--- src/rtl/rxwm_pkg.sv ---
package rxwm_pkg;

   // interrupt source slots used by the combiner
   typedef enum int {
      SRC_FULL = 0,
      SRC_REQ  = 1
   } irq_src_e;

   localparam int NUM_IRQ_SRC = 2;

endpackage

--- src/rtl/rxwm_store.sv ---
module rxwm_store #(
   parameter int DATA_W = 32,
   parameter int DEPTH  = 16,
   parameter int PTR_W  = 4,
   parameter int CNT_W  = 5
) (
   input  logic              clk,
   input  logic              rst_n,
   input  logic              rx_en,
   input  logic              wr_valid,
   input  logic [DATA_W-1:0] wr_data,
   input  logic              rd_en,
   output logic [DATA_W-1:0] rd_data,
   output logic [CNT_W-1:0]  cnt,
   output logic              ovf
);

   localparam logic [CNT_W-1:0] CNT_MAX  = CNT_W'(DEPTH);
   localparam logic [PTR_W-1:0] PTR_LAST = PTR_W'(DEPTH - 1);
   localparam bit               IS_POW2  = ((DEPTH & (DEPTH - 1)) == 0);

   initial begin : param_chk
      assert (DEPTH >= 2) else $fatal(1, "rxwm_store: DEPTH must be at least 2");
      assert (PTR_W >= $clog2(DEPTH)) else $fatal(1, "rxwm_store: PTR_W too narrow");
      assert (CNT_W >= $clog2(DEPTH + 1)) else $fatal(1, "rxwm_store: CNT_W too narrow");
   end

   logic [DATA_W-1:0] mem [DEPTH];
   logic [PTR_W-1:0]  wr_ptr, rd_ptr, wr_nxt, rd_nxt;
   logic              is_full, is_empty, pop, push, drop;

   assign is_full  = (cnt == CNT_MAX);
   assign is_empty = (cnt == '0);
   assign pop      = rx_en && rd_en && !is_empty;
   assign push     = rx_en && wr_valid && (!is_full || pop);
   assign drop     = rx_en && wr_valid && is_full && !pop;

   generate
      if (IS_POW2) begin : g_wrap_free
         assign wr_nxt = wr_ptr + PTR_W'(1);
         assign rd_nxt = rd_ptr + PTR_W'(1);
      end else begin : g_wrap_cmp
         assign wr_nxt = (wr_ptr == PTR_LAST) ? '0 : wr_ptr + PTR_W'(1);
         assign rd_nxt = (rd_ptr == PTR_LAST) ? '0 : rd_ptr + PTR_W'(1);
      end
   endgenerate

   always_ff @(posedge clk) begin
      if (push) mem[wr_ptr] <= wr_data;
   end

   always_ff @(posedge clk or negedge rst_n) begin
      if (!rst_n) begin
         wr_ptr <= '0;
         rd_ptr <= '0;
         cnt    <= '0;
         ovf    <= 1'b0;
      end else if (!rx_en) begin
         wr_ptr <= '0;
         rd_ptr <= '0;
         cnt    <= '0;
         ovf    <= 1'b0;
      end else begin
         if (push) wr_ptr <= wr_nxt;
         if (pop)  rd_ptr <= rd_nxt;
         unique case ({push, pop})
            2'b10:   cnt <= cnt + CNT_W'(1);
            2'b01:   cnt <= cnt - CNT_W'(1);
            default: cnt <= cnt;
         endcase
         if (drop) ovf <= 1'b1;
      end
   end

   assign rd_data = (rx_en && !is_empty) ? mem[rd_ptr] : '0;


   cnt_bound_chk: assert property (@(posedge clk) disable iff (!rst_n)
      cnt <= CNT_MAX);


   flush_chk: assert property (@(posedge clk) disable iff (!rst_n)
      !rx_en |=> (cnt == '0) && !ovf);


   empty_read_chk: assert property (@(posedge clk) disable iff (!rst_n)
      (rx_en && is_empty && !wr_valid) |=> (cnt == '0));

endmodule

--- src/rtl/rxwm_flags.sv ---
module rxwm_flags #(
   parameter int DEPTH = 16,
   parameter int PTR_W = 4,
   parameter int CNT_W = 5
) (
   input  logic             clk,
   input  logic             rst_n,
   input  logic             rx_en,
   input  logic [CNT_W-1:0] cnt,
   input  logic [PTR_W-1:0] wm,
   input  logic             dma_ack,
   output logic             full_flag,
   output logic             req_flag
);

   localparam logic [CNT_W-1:0] CNT_MAX = CNT_W'(DEPTH);

   initial begin : param_chk
      assert (CNT_W > PTR_W) else $fatal(1, "rxwm_flags: CNT_W must exceed PTR_W");
   end

   logic ack_hold_q;
   logic above;

   assign above = (cnt > CNT_W'(wm));

   always_ff @(posedge clk or negedge rst_n) begin
      if (!rst_n) ack_hold_q <= 1'b0;
      else        ack_hold_q <= rx_en && dma_ack;
   end

   assign full_flag = rx_en && (cnt == CNT_MAX);
   assign req_flag  = rx_en && above && !ack_hold_q;


   ack_drop_chk: assert property (@(posedge clk) disable iff (!rst_n)
      (rx_en && dma_ack) |=> !req_flag);

endmodule

--- src/rtl/rxwm_irq.sv ---
module rxwm_irq
   import rxwm_pkg::*;
#(
   parameter int NSRC = NUM_IRQ_SRC
) (
   input  logic            clk,
   input  logic            rst_n,
   input  logic [NSRC-1:0] src_flag,
   input  logic [NSRC-1:0] src_en,
   input  logic [NSRC-1:0] src_mask,
   output logic            irq
);

   initial begin : param_chk
      assert (NSRC >= 1) else $fatal(1, "rxwm_irq: need at least one source");
   end

   logic [NSRC-1:0] term;

   generate
      for (genvar i = 0; i < NSRC; i++) begin : g_src
         assign term[i] = src_flag[i] && src_en[i] && !src_mask[i];
      end
   endgenerate

   assign irq = |term;


   irq_src_chk: assert property (@(posedge clk) disable iff (!rst_n)
      irq |-> ((src_flag & src_en) != '0));

endmodule

--- src/rtl/rx_wm_fifo.sv ---
module rx_wm_fifo
   import rxwm_pkg::*;
#(
   parameter  int DATA_W = 32,
   parameter  int DEPTH  = 16,
   localparam int PTR_W  = $clog2(DEPTH),
   localparam int CNT_W  = $clog2(DEPTH + 1)
) (
   input  logic              clk,
   input  logic              rst_n,
   input  logic              rx_en,
   input  logic              wr_valid,
   input  logic [DATA_W-1:0] wr_data,
   input  logic              rd_en,
   output logic [DATA_W-1:0] rd_data,
   input  logic              dma_ack,
   input  logic [PTR_W-1:0]  wm,
   input  logic              ie_full,
   input  logic              ie_req,
   input  logic              dma_mode,
   output logic              full_flag,
   output logic              req_flag,
   output logic              dma_req,
   output logic              irq,
   output logic              ovf
);

   initial begin : param_chk
      assert (DATA_W >= 1) else $fatal(1, "rx_wm_fifo: DATA_W must be positive");
   end

   logic [CNT_W-1:0]       cnt;
   logic [NUM_IRQ_SRC-1:0] src_flag, src_en, src_mask;

   rxwm_store #(
      .DATA_W (DATA_W),
      .DEPTH  (DEPTH),
      .PTR_W  (PTR_W),
      .CNT_W  (CNT_W)
   ) u_store (
      .clk      (clk),
      .rst_n    (rst_n),
      .rx_en    (rx_en),
      .wr_valid (wr_valid),
      .wr_data  (wr_data),
      .rd_en    (rd_en),
      .rd_data  (rd_data),
      .cnt      (cnt),
      .ovf      (ovf)
   );

   rxwm_flags #(
      .DEPTH (DEPTH),
      .PTR_W (PTR_W),
      .CNT_W (CNT_W)
   ) u_flags (
      .clk       (clk),
      .rst_n     (rst_n),
      .rx_en     (rx_en),
      .cnt       (cnt),
      .wm        (wm),
      .dma_ack   (dma_ack),
      .full_flag (full_flag),
      .req_flag  (req_flag)
   );

   assign dma_req = req_flag && dma_mode;

   always_comb begin
      src_flag           = '0;
      src_en             = '0;
      src_mask           = '0;
      src_flag[SRC_FULL] = full_flag;
      src_en[SRC_FULL]   = ie_full;
      src_flag[SRC_REQ]  = req_flag;
      src_en[SRC_REQ]    = ie_req;
      src_mask[SRC_REQ]  = dma_mode;
   end

   rxwm_irq #(
      .NSRC (NUM_IRQ_SRC)
   ) u_irq (
      .clk      (clk),
      .rst_n    (rst_n),
      .src_flag (src_flag),
      .src_en   (src_en),
      .src_mask (src_mask),
      .irq      (irq)
   );


   full_clear_chk: assert property (@(posedge clk) disable iff (!rst_n)
      (full_flag && rd_en && !wr_valid) |=> !full_flag);


   dma_req_gate_chk: assert property (@(posedge clk) disable iff (!rst_n)
      dma_req |-> (req_flag && dma_mode));


   disabled_quiet_chk: assert property (@(posedge clk) disable iff (!rst_n)
      !rx_en |-> !full_flag && !req_flag && !dma_req && !irq);

endmodule

--- config.mk ---
export PLATFORM = sky130hd
export DESIGN_NAME = rx_wm_fifo
export DESIGN_NICKNAME = d
export VERILOG_FILES = /design/src/rtl/rxwm_pkg.sv /design/src/rtl/rxwm_store.sv /design/src/rtl/rxwm_flags.sv /design/src/rtl/rxwm_irq.sv /design/src/rtl/rx_wm_fifo.sv
export SDC_FILE = /design/constraint.sdc
export NUM_CORES = 1
export LEC_CHECK = 0
export ABC_AREA = 0
export BUFFER_PORTS_ARGS = -buffer_cell sky130_fd_sc_hd__buf_2
export CORE_MARGIN = 2
export CORE_UTILIZATION = 48
export CTS_CLUSTER_DIAMETER = 50
export CTS_CLUSTER_SIZE = 30
export DETAILED_ROUTE_END_ITERATION = 8
export PLACE_DENSITY = 0.63
export SLEW_MARGIN = 15
export SYNTH_ARGS = -nofsm -noshare
export SYNTH_HDL_FRONTEND = slang
export SYNTH_SLANG_ARGS = --single-unit
--- constraint.sdc ---
create_clock -name clk -period 7.1 [get_ports clk]
set_input_delay 1.065 -clock clk [delete_from_list [all_inputs] [get_ports clk]]
set_output_delay 1.065 -clock clk [all_outputs]
set_load 0.01 [all_outputs]
==> flow_summary.ini, run 1 <==
[status]
run_status = finished clean

[critical_path]
timing.critical_path.fanout_max = 44
crit-reg2reg-capture = u_store.mem[8][16]
timing.critical_path.slowest_stage_cell = sky130_fd_sc_hd__dfrtp_4
critPathCaptureType = primary output
worstReg2RegStart = u_store.cnt[2]
required_ns = 6.03
cp_slowest_stage_delay_ns = 1.02
path_cells = buf_4, mux4_2, nor2b_1, a211oi_1, a211oi_1, buf_2
cp_common_cell = sky130_fd_sc_hd__a211oi_1
slack_of_the_worst_reg_to_reg_path_ns = 4.21
reg2reg_depth = 6
arrival_time_of_data_at_the_critical_path_endpoint_ns = 3.49
cp-start-kind = flip-flop
setup.worst_path.start = u_store.rd_ptr[0]
setup.worst_path.class = flip-flop to primary output

[clock_tree]
insertion_delay_of_the_later_clocked_pin_in_the_worst_skew_pair_ns = 0.58
clock-root-buffer = sky130_fd_sc_hd__clkbuf_16
tritoncts = done
post_cts_resize_count = 0
cts_hold_buffers = 0
number_of_h_tree_levels = 2
post-cts-setup-buffer-count = 0
tritoncts.num_buffers = 40
clk_path_buf_depth = 3
tritoncts_num_sinks = 527
cts.clk_slew.worst_paths_ns = 0.07

[routing]
routed-via-count = 9844
first_iter_violations = 791
detail_route.wl_per_cell_um = 25.6
viasPerCell = 5.87
post-route-drc-count = 0
routed_wl_mm = 42.9
antenna_violating_nets_post_route = 0
drt_pass1_iterations = 5

[global_routing]
grt_pass1_vias = 10200
grt_max_degree = 67
global_route_wire_length_before_repair_mm = 64.7
grt-ovfl-total = 0
antenna_found_initial = 3
grt_usage_pct = 19.8

[die]
die-width_um = 212
dieArea_um2 = 45000
floorplan.initialDensity_pct = 48.4
design.core.area_um2 = 42900
pin_count = 82
dieHeight_um = 212
fp-row-count = 76

[synth]
synth.top_cells.by_count = sky130_fd_sc_hd__edfxtp_1, sky130_fd_sc_hd__mux4_2, sky130_fd_sc_hd__a211oi_1
yosys_register_bits = 527
total_of_warnings_raised_by_yosys = 0
yosysMostFrequentCell = sky130_fd_sc_hd__edfxtp_1
avgSynthCellArea_um2 = 21.4
syn_inst = 971
number_of_enable_type_register_cells_in_the_synthesized_netlist = 512
synth_flop_cell = sky130_fd_sc_hd__edfxtp_1
synth.top_cells.by_area = sky130_fd_sc_hd__edfxtp_1, sky130_fd_sc_hd__mux4_2, sky130_fd_sc_hd__a211oi_1, sky130_fd_sc_hd__dfrtp_1, sky130_fd_sc_hd__mux2i_1
synth.cell_area_um2 = 20800
synth_largest_type_area_fraction_pct = 74.0
synth.yosys.seq_area_share_pct = 75.8
yosys.area.top_type = sky130_fd_sc_hd__edfxtp_1
post_synth_net_total = 1027
synth_async_sr_flop_share_pct = 2.85
synth_cell_type_count = 41

[timing]
finalSetupTns_ns = 0
fin_ws_ns = 2.54
max_slew_margin_pct = 30.1
report.final.slew_viol_count = 0
timing.final.crit_share_pct = 64.2
setup_viol_count_final = 0
min_period_ns = 4.56
grt_setup_unrepaired = no
finalClockSkew_ns = 0.0252
maxClockFrequency_mhz = 220
tightest_slew_ns = 1.05
whs_ns = 0.411
hold_viol_final = 0

[hold_path]
worst_hold_check_path_type = input port to async pin

[finish]
final_nets = 1119
area_delta_synth_final_pct = 12.0
drive_gt1_share_pct = 29.7
finalInstanceArea_um2 = 23300
layout.filler_cells = 3205
antenna_cells = 0

[placement]
pre_cts_ws_ns = 3.04
dp_hpwl_mm = 22.3
io_buffers = 81
gpl.final_weighted_congestion = 0.731
postPlaceCellArea_um2 = 21900

[power_and_ir_drop]
power.density_cell_area_nw_per_um2 = 305
ir_drop_uv = 168
static-leakage-power_nw = 7.25

[job]
timing.max_cap.violations = 0
==> layout make-up <==
class | instances | area (um^2) | share of cell area, %
inverters | 10 | 37.5 | 0.161
flip-flops and latches | 527 | 15800 | 67.7
multi-input cells | 376 | 4730 | 20.3
repair buffers | 108 | 633 | 2.72
clock buffers | 46 | 1080 | 4.62
clock inverters | 26 | 302 | 1.30
well taps | 585 | 732 | 3.15
==> sequential cells by signal, indices dropped and copies added (netlist names) <==
name / flops
u_store.cnt: 5
u_store.wr_ptr: 4
u_store.ovf: 1
u_store.rd_ptr: 4
u_store.mem: 512
u_flags.ack_hold_q: 1
==> per-layer routing <==
layer	vias up	part of all wire (%)	global-route usage, %	wire [um]
met5	-	0.056	0	24
met1	5303	44	27.8	18700
li1	4216	-	-	-
met3	52	5.4	3.65	2310
met4	4	1.4	4.10	603
met2	269	50	32.9	21300
==> critical path, delay by kind of cell, from the launching register on <==
kind            cells  cell delay (ns)
compound gates      2             0.38
flops               1             1.02
mux                 1             0.56
buf+inv             2             0.76
simple gates        1             0.14
==> cell usage in the layout (no fill, tap or decap), types with 2 or more instances in the layout <==
cell,Yosys,routed
sky130_fd_sc_hd__and3_1,2,2
sky130_fd_sc_hd__a31oi_1,2,2
sky130_fd_sc_hd__clkinv_8,0,3
sky130_fd_sc_hd__clkinvlp_4,0,2
sky130_fd_sc_hd__inv_8,0,5
sky130_fd_sc_hd__nor2_4,0,12
sky130_fd_sc_hd__mux2i_1,35,35
sky130_fd_sc_hd__nor2_1,27,15
sky130_fd_sc_hd__nor3_2,0,4
sky130_fd_sc_hd__inv_1,10,10
sky130_fd_sc_hd__o21ai_0,6,6
sky130_fd_sc_hd__buf_4,9,25
sky130_fd_sc_hd__nand3_1,7,7
sky130_fd_sc_hd__a21oi_1,8,8
sky130_fd_sc_hd__ha_1,11,11
sky130_fd_sc_hd__inv_12,0,3
sky130_fd_sc_hd__xnor2_1,2,2
sky130_fd_sc_hd__nor2b_1,35,35
sky130_fd_sc_hd__dfrtp_1,15,11
sky130_fd_sc_hd__nand2_1,21,20
sky130_fd_sc_hd__edfxtp_1,512,512
sky130_fd_sc_hd__clkbuf_16,0,42
sky130_fd_sc_hd__o311ai_0,2,2
sky130_fd_sc_hd__mux2_2,2,2
sky130_fd_sc_hd__buf_12,2,2
sky130_fd_sc_hd__nand2b_1,3,3
sky130_fd_sc_hd__buf_2,14,81
sky130_fd_sc_hd__dfrtp_4,0,3
sky130_fd_sc_hd__mux4_2,128,128
sky130_fd_sc_hd__inv_6,0,6
sky130_fd_sc_hd__clkinv_1,0,4
sky130_fd_sc_hd__xor2_1,5,5
sky130_fd_sc_hd__a211oi_1,64,64
sky130_fd_sc_hd__clkbuf_1,19,3
==> cell families (layout without fill, tap and decap cells) <==
| logic type | Yosys count | in the layout | synth area share (%) |
|---|---|---|---|
| compound gates | 87 | 87 | 2.98 |
| xor+xnor | 7 | 7 | 0.295 |
| fa+ha+maj | 11 | 11 | 0.663 |
| buf+inv | 68 | 190 | 1.96 |
| flops | 527 | 527 | 75.8 |
| mux | 165 | 165 | 15.7 |
| simple gates | 106 | 106 | 2.60 |
==> through the flow <==
stage / util (%) / power (mW) / std cells
floorplan: - / 4.53 / 971
finish: 54.3 / 7.11 / 1678
global route: 54.3 / 7.40 / 1678
detailed placement: 51.0 / 4.85 / 1606
CTS: 54.3 / 7.19 / 1678
global placement: 51.0 / 4.84 / 1606
==> worst max-delay path by stage <==
stage                   endpoint  slack [ns]  cells after the start
2_1_floorplan  u_store.mem[3][0]        2.59                      5
3_3_place_gp         rd_data[18]        3.05                      6
3_5_place_dp         rd_data[18]        3.04                      6
4_1_cts              rd_data[18]        2.41                      6
5_1_grt              rd_data[18]        2.25                      6
6_report             rd_data[18]        2.54                      6
==> power breakdown <==
group / internal, mW / total (mW) / switching (mW)
logic: 0.595 / 1.18 / 0.587
registers: 3.46 / 3.58 / 0.120
clock network: 1.19 / 2.35 / 1.16
total: 5.24 / 7.11 / 1.86
Note: power is estimated with default switching activity, not from simulation.
==> run 2, diff against run 1 <==
clock period = 4.21 ns   (was 7.1 ns; I/O delays follow)
==> flow_summary.ini, run 2 (synthesis gave the netlist of run 1 again) <==
[placement]
dp_hpwl_mm = 22.6
gpl.final_weighted_congestion = 0.728
pre_cts_ws_ns = 1.21
io_buffers = 81

[die]
design.core.area_um2 = 42900
fp-row-count = 76
floorplan.initialDensity_pct = 48.4
dieArea_um2 = 45000
pin_count = 82
dieHeight_um = 212
die-width_um = 212

[finish]
registers.top_by_ff_count = u_store.mem
layout.cells.most_common = sky130_fd_sc_hd__edfxtp_1
largest_reg_flops = 512
layout.cells.most_common_list = sky130_fd_sc_hd__edfxtp_1, sky130_fd_sc_hd__mux4_2, sky130_fd_sc_hd__buf_2
registers_with_the_most_flip_flops = u_store.mem x512, u_store.cnt x5
antenna_cells = 0
layout.filler_cells = 3255
drive_gt1_share_pct = 30.8
final_nets = 1130
area_delta_synth_final_pct = 13.2

[critical_path]
critPathCaptureType = primary output
timing.critical_path.fanout_max = 21
cp-start-kind = flip-flop
required_ns = 3.58
reg2reg_depth = 6
arrival_time_of_data_at_the_critical_path_endpoint_ns = 2.92
setup.worst_path.class = flip-flop to primary output

[timing]
setup_viol_count_final = 0
maxClockFrequency_mhz = 282
fin_ws_ns = 0.658
finalSetupTns_ns = 0
finalClockSkew_ns = 0.0269
tightest_slew_ns = 0.904
hold_viol_final = 0
report.final.slew_viol_count = 0
timing.final.crit_share_pct = 84.4
grt_setup_unrepaired = no
min_period_ns = 3.55
max_slew_margin_pct = 39.8

[clock_tree]
clk_path_buf_depth = 3
tritoncts.num_buffers = 39
tritoncts_num_sinks = 527
post_cts_resize_count = 0
cts.clk_slew.worst_paths_ns = 0.08
tritoncts = done
insertion_delay_of_the_later_clocked_pin_in_the_worst_skew_pair_ns = 0.56
number_of_h_tree_levels = 2
clock-root-buffer = sky130_fd_sc_hd__clkbuf_16

[status]
run_status = finished clean

[global_routing]
grt-ovfl-total = 0
grt_max_degree = 56
antenna_found_initial = 3
grt_usage_pct = 19.1
global_route_wire_length_before_repair_mm = 62.6
grt_pass1_vias = 9823

[routing]
first_iter_violations = 736
drt_pass1_iterations = 7
viasPerCell = 5.73
detail_route.wl_per_cell_um = 24.8
routed-via-count = 9670
routed_wl_mm = 41.9
post-route-drc-count = 0
antenna_violating_nets_post_route = 0

[hold_path]
worst_hold_check_path_type = input port to flip-flop
hold_path_depth = 2

[job]
timing.max_cap.violations = 0

[power_and_ir_drop]
static-leakage-power_nw = 7.37
ir_drop_uv = 317
power.density_cell_area_nw_per_um2 = 520
-- run 2: worst paths after layout --
check                             startpoint  slack [ns]             endpoint
setup / recovery           u_store.rd_ptr[0]        0.66          rd_data[22]
hold / removal                       dma_ack        0.32   u_flags.ack_hold_q
setup reg to reg              u_store.cnt[1]        1.56  u_store.mem[12][23]
hold reg to reg                  u_store.ovf        0.49          u_store.ovf
max in group asynchronous              rst_n        3.38    u_store.rd_ptr[2]
min in group asynchronous              rst_n        0.53       u_store.cnt[4]
-- run 2: routing by layer --
metal / global-route usage, % / share of wire [%] / vias up
met5: 0 / 0.091 / -
met4: 5.22 / 2.0 / 6
met3: 3.03 / 3.9 / 65
met2: 31.1 / 49 / 195
met1: 27.2 / 45 / 5156
li1: - / - / 4248
-- run 2: critical path, stage by stage (launching register included) --
cell	delay, ns
sky130_fd_sc_hd__dfrtp_4	0.73
sky130_fd_sc_hd__buf_4	0.36
sky130_fd_sc_hd__mux4_2	0.52
sky130_fd_sc_hd__nor2b_1	0.14
sky130_fd_sc_hd__a211oi_1	0.26
sky130_fd_sc_hd__a211oi_1	0.12
sky130_fd_sc_hd__buf_2	0.21
-- run 2: layout make-up --
type	instances	area, um^2	share of cell area, %
sequential	527	15800	67.0
timing repair buffer	120	813	3.46
multi-input combinational	376	4730	20.1
clock inverter	28	413	1.76
inverter	10	37.5	0.160
clock buffer	43	1030	4.39
tap	585	732	3.11
-- run 2: power by group --
part | internal [mW] | total, mW | leakage (nW) | switching [mW]
Combinational | 1.05 | 2.10 | 1.86 | 1.05
Clock | 2.24 | 4.16 | 0.704 | 1.92
Sequential | 5.83 | 5.98 | 4.81 | 0.147
Total | 9.12 | 12.2 | 7.37 | 3.11
-- run 2: timing repair --
item,in CTS,in global routing
buffers inserted,0,0
hold endpoints to repair,15,0
hold buffers,1,0
-- run 2: through the flow --
| stage | hold slack, ns | power [mW] | cells | utilization, % | cell area [um^2] |
|---|---|---|---|---|---|
| CTS | 0.300 | 12.4 | 1689 | 54.8 | 23500 |
| global placement | 0.476 | 8.22 | 1617 | 51.4 | 22100 |
| global route | 0.298 | 12.7 | 1689 | 54.8 | 23500 |
| finish | 0.324 | 12.2 | 1689 | 54.8 | 23500 |
| floorplan | 0.336 | 7.64 | 971 | - | 20800 |
| detailed placement | 0.483 | 8.24 | 1617 | 51.4 | 22100 |
==> run 3, diff against run 2 <==
PLACE_DENSITY = 0.66   (was 0.63)
clock period = 3.23 ns   (was 4.21 ns; I/O delays follow)
==> flow_summary.ini, run 3 (synthesis gave the netlist of run 1 again) <==
[timing]
maxClockFrequency_mhz = 321
min_period_ns = 3.12
tightest_slew_ns = 1.10
setup_viol_count_final = 0
timing.final.crit_share_pct = 96.5
finalClockSkew_ns = 0.0267
whs_ns = 0.153
max_slew_margin_pct = 26.6
hold_viol_final = 0
report.final.slew_viol_count = 0

[global_routing]
grt-ovfl-total = 0
antenna_found_initial = 2
grt_usage_pct = 20.1
grt_max_degree = 47
grt_pass1_vias = 10200
global_route_wire_length_before_repair_mm = 65.3

[placement]
gpl.final_weighted_congestion = 0.752
io_buffers = 81
postPlaceCellArea_um2 = 22300
placedCellCount = 1631
dp_hpwl_mm = 25.8

[die]
fp-row-count = 76
pin_count = 82
dieHeight_um = 212
floorplan.initialDensity_pct = 48.4
design.core.area_um2 = 42900
dieArea_um2 = 45000
die-width_um = 212

[critical_path]
setup.worst_path.class = flip-flop to primary output
cp_slowest_stage_delay_ns = 0.49
required_ns = 2.75
timing.critical_path.buf_inv = 3
cp_common_cell = sky130_fd_sc_hd__a211oi_1
timing.critical_path.fanout_max = 13
path_cells = buf_12, buf_4, mux4_2, nor2b_1, a211oi_1, a211oi_1, buf_2
arrival_time_of_data_at_the_critical_path_endpoint_ns = 2.63
critPathTopFamily = buffers and inverters
cp-start-kind = flip-flop
critPathCaptureType = primary output
timing.critical_path.slowest_stage_cell = sky130_fd_sc_hd__mux4_2

[clock_tree]
clk_path_buf_depth = 3
tritoncts_num_sinks = 527
tritoncts.num_buffers = 41
tritoncts = done
number_of_h_tree_levels = 2
cts.clk_slew.worst_paths_ns = 0.07
clock-root-buffer = sky130_fd_sc_hd__clkbuf_16
insertion_delay_of_the_later_clocked_pin_in_the_worst_skew_pair_ns = 0.58

[routing]
routed-via-count = 9767
first_iter_violations = 776
detail_route.wl_per_cell_um = 25.5
post-route-drc-count = 0
viasPerCell = 5.71
drt_pass1_iterations = 5
antenna_violating_nets_post_route = 0
routed_wl_mm = 43.5

[finish]
non_filler_instance_count_after_layout = 1710
largest_reg_flops = 512
layout.cells.most_common_list = sky130_fd_sc_hd__edfxtp_1, sky130_fd_sc_hd__mux4_2, sky130_fd_sc_hd__buf_2
drive_gt1_share_pct = 32.8
final_nets = 1149
area_delta_synth_final_pct = 15.3
registers_with_the_most_flip_flops = u_store.mem x512, u_store.cnt x5
finalInstanceArea_um2 = 23900
layout.filler_cells = 3210
antenna_cells = 0
layout.cells.most_common = sky130_fd_sc_hd__edfxtp_1
registers.top_by_ff_count = u_store.mem

[status]
run_status = finished clean

[power_and_ir_drop]
power.density_cell_area_nw_per_um2 = 686
static-leakage-power_nw = 7.53
ir_drop_uv = 610

[hold_path]
worst_hold_check_path_type = input port to flip-flop

[job]
timing.max_cap.violations = 0
==> run 3: per-stage QoR <==
step	setup TNS [ns]	worst slack [ns]	utilization, %	total power, mW
after floorplan	0	0.157	-	9.96
after global placement	0	0.405	52.0	10.9
after detailed placement	0	0.309	52.0	10.9
after CTS	0	0.0255	55.7	16.6
after global routing	-0.0235	-0.0235	55.8	17.1
final	0	0.114	55.8	16.4
==> run 3: power breakdown <==
group          switching (mW)  total [mW]  internal, mW
registers               0.115        7.72          7.60
clock network            2.70        5.66          2.96
logic                    1.55        3.05          1.50
==> run 3: what timing repair did <==
item | in CTS | in global routing
hold endpoints to repair | 15 | 0
hold buffers | 1 | 0
setup endpoints to repair | 32 | 8
gates resized for setup | 2 | 8
setup buffers | 3 | 0
==> run 3: cell type report <==
| class | count | area (um^2) | share of cell area (%) |
|---|---|---|---|
| sequential | 527 | 15800 | 65.8 |
| tap | 585 | 732 | 3.06 |
| timing repair buffer | 137 | 1070 | 4.47 |
| clock inverter | 31 | 458 | 1.91 |
| clock buffer | 44 | 1080 | 4.51 |
| inverter | 10 | 37.5 | 0.157 |
| multi-input combinational | 376 | 4800 | 20.0 |
==> run 3: worst paths after layout <==
path                                   startpoint            endpoint  slack (ns)  cells after the start
worst max register to register     u_store.cnt[2]      u_store.cnt[4]        0.53                      9
min in group asynchronous                   rst_n      u_store.cnt[3]        0.38                      2
max in group asynchronous                   rst_n   u_store.rd_ptr[2]        2.55                      2
worst min register to register        u_store.ovf         u_store.ovf        0.51                      2
worst max-delay path            u_store.rd_ptr[0]         rd_data[20]        0.11                      7
worst min-delay path                      dma_ack  u_flags.ack_hold_q        0.15                      2
==> run 3: routing by layer <==
layer	vias up	share of wire, %	GRT usage (%)
met3	49	4.4	3.31
met1	5171	42	26.9
met4	4	1.8	5.03
li1	4295	-	-
met5	-	0.057	0
met2	248	52	34.5
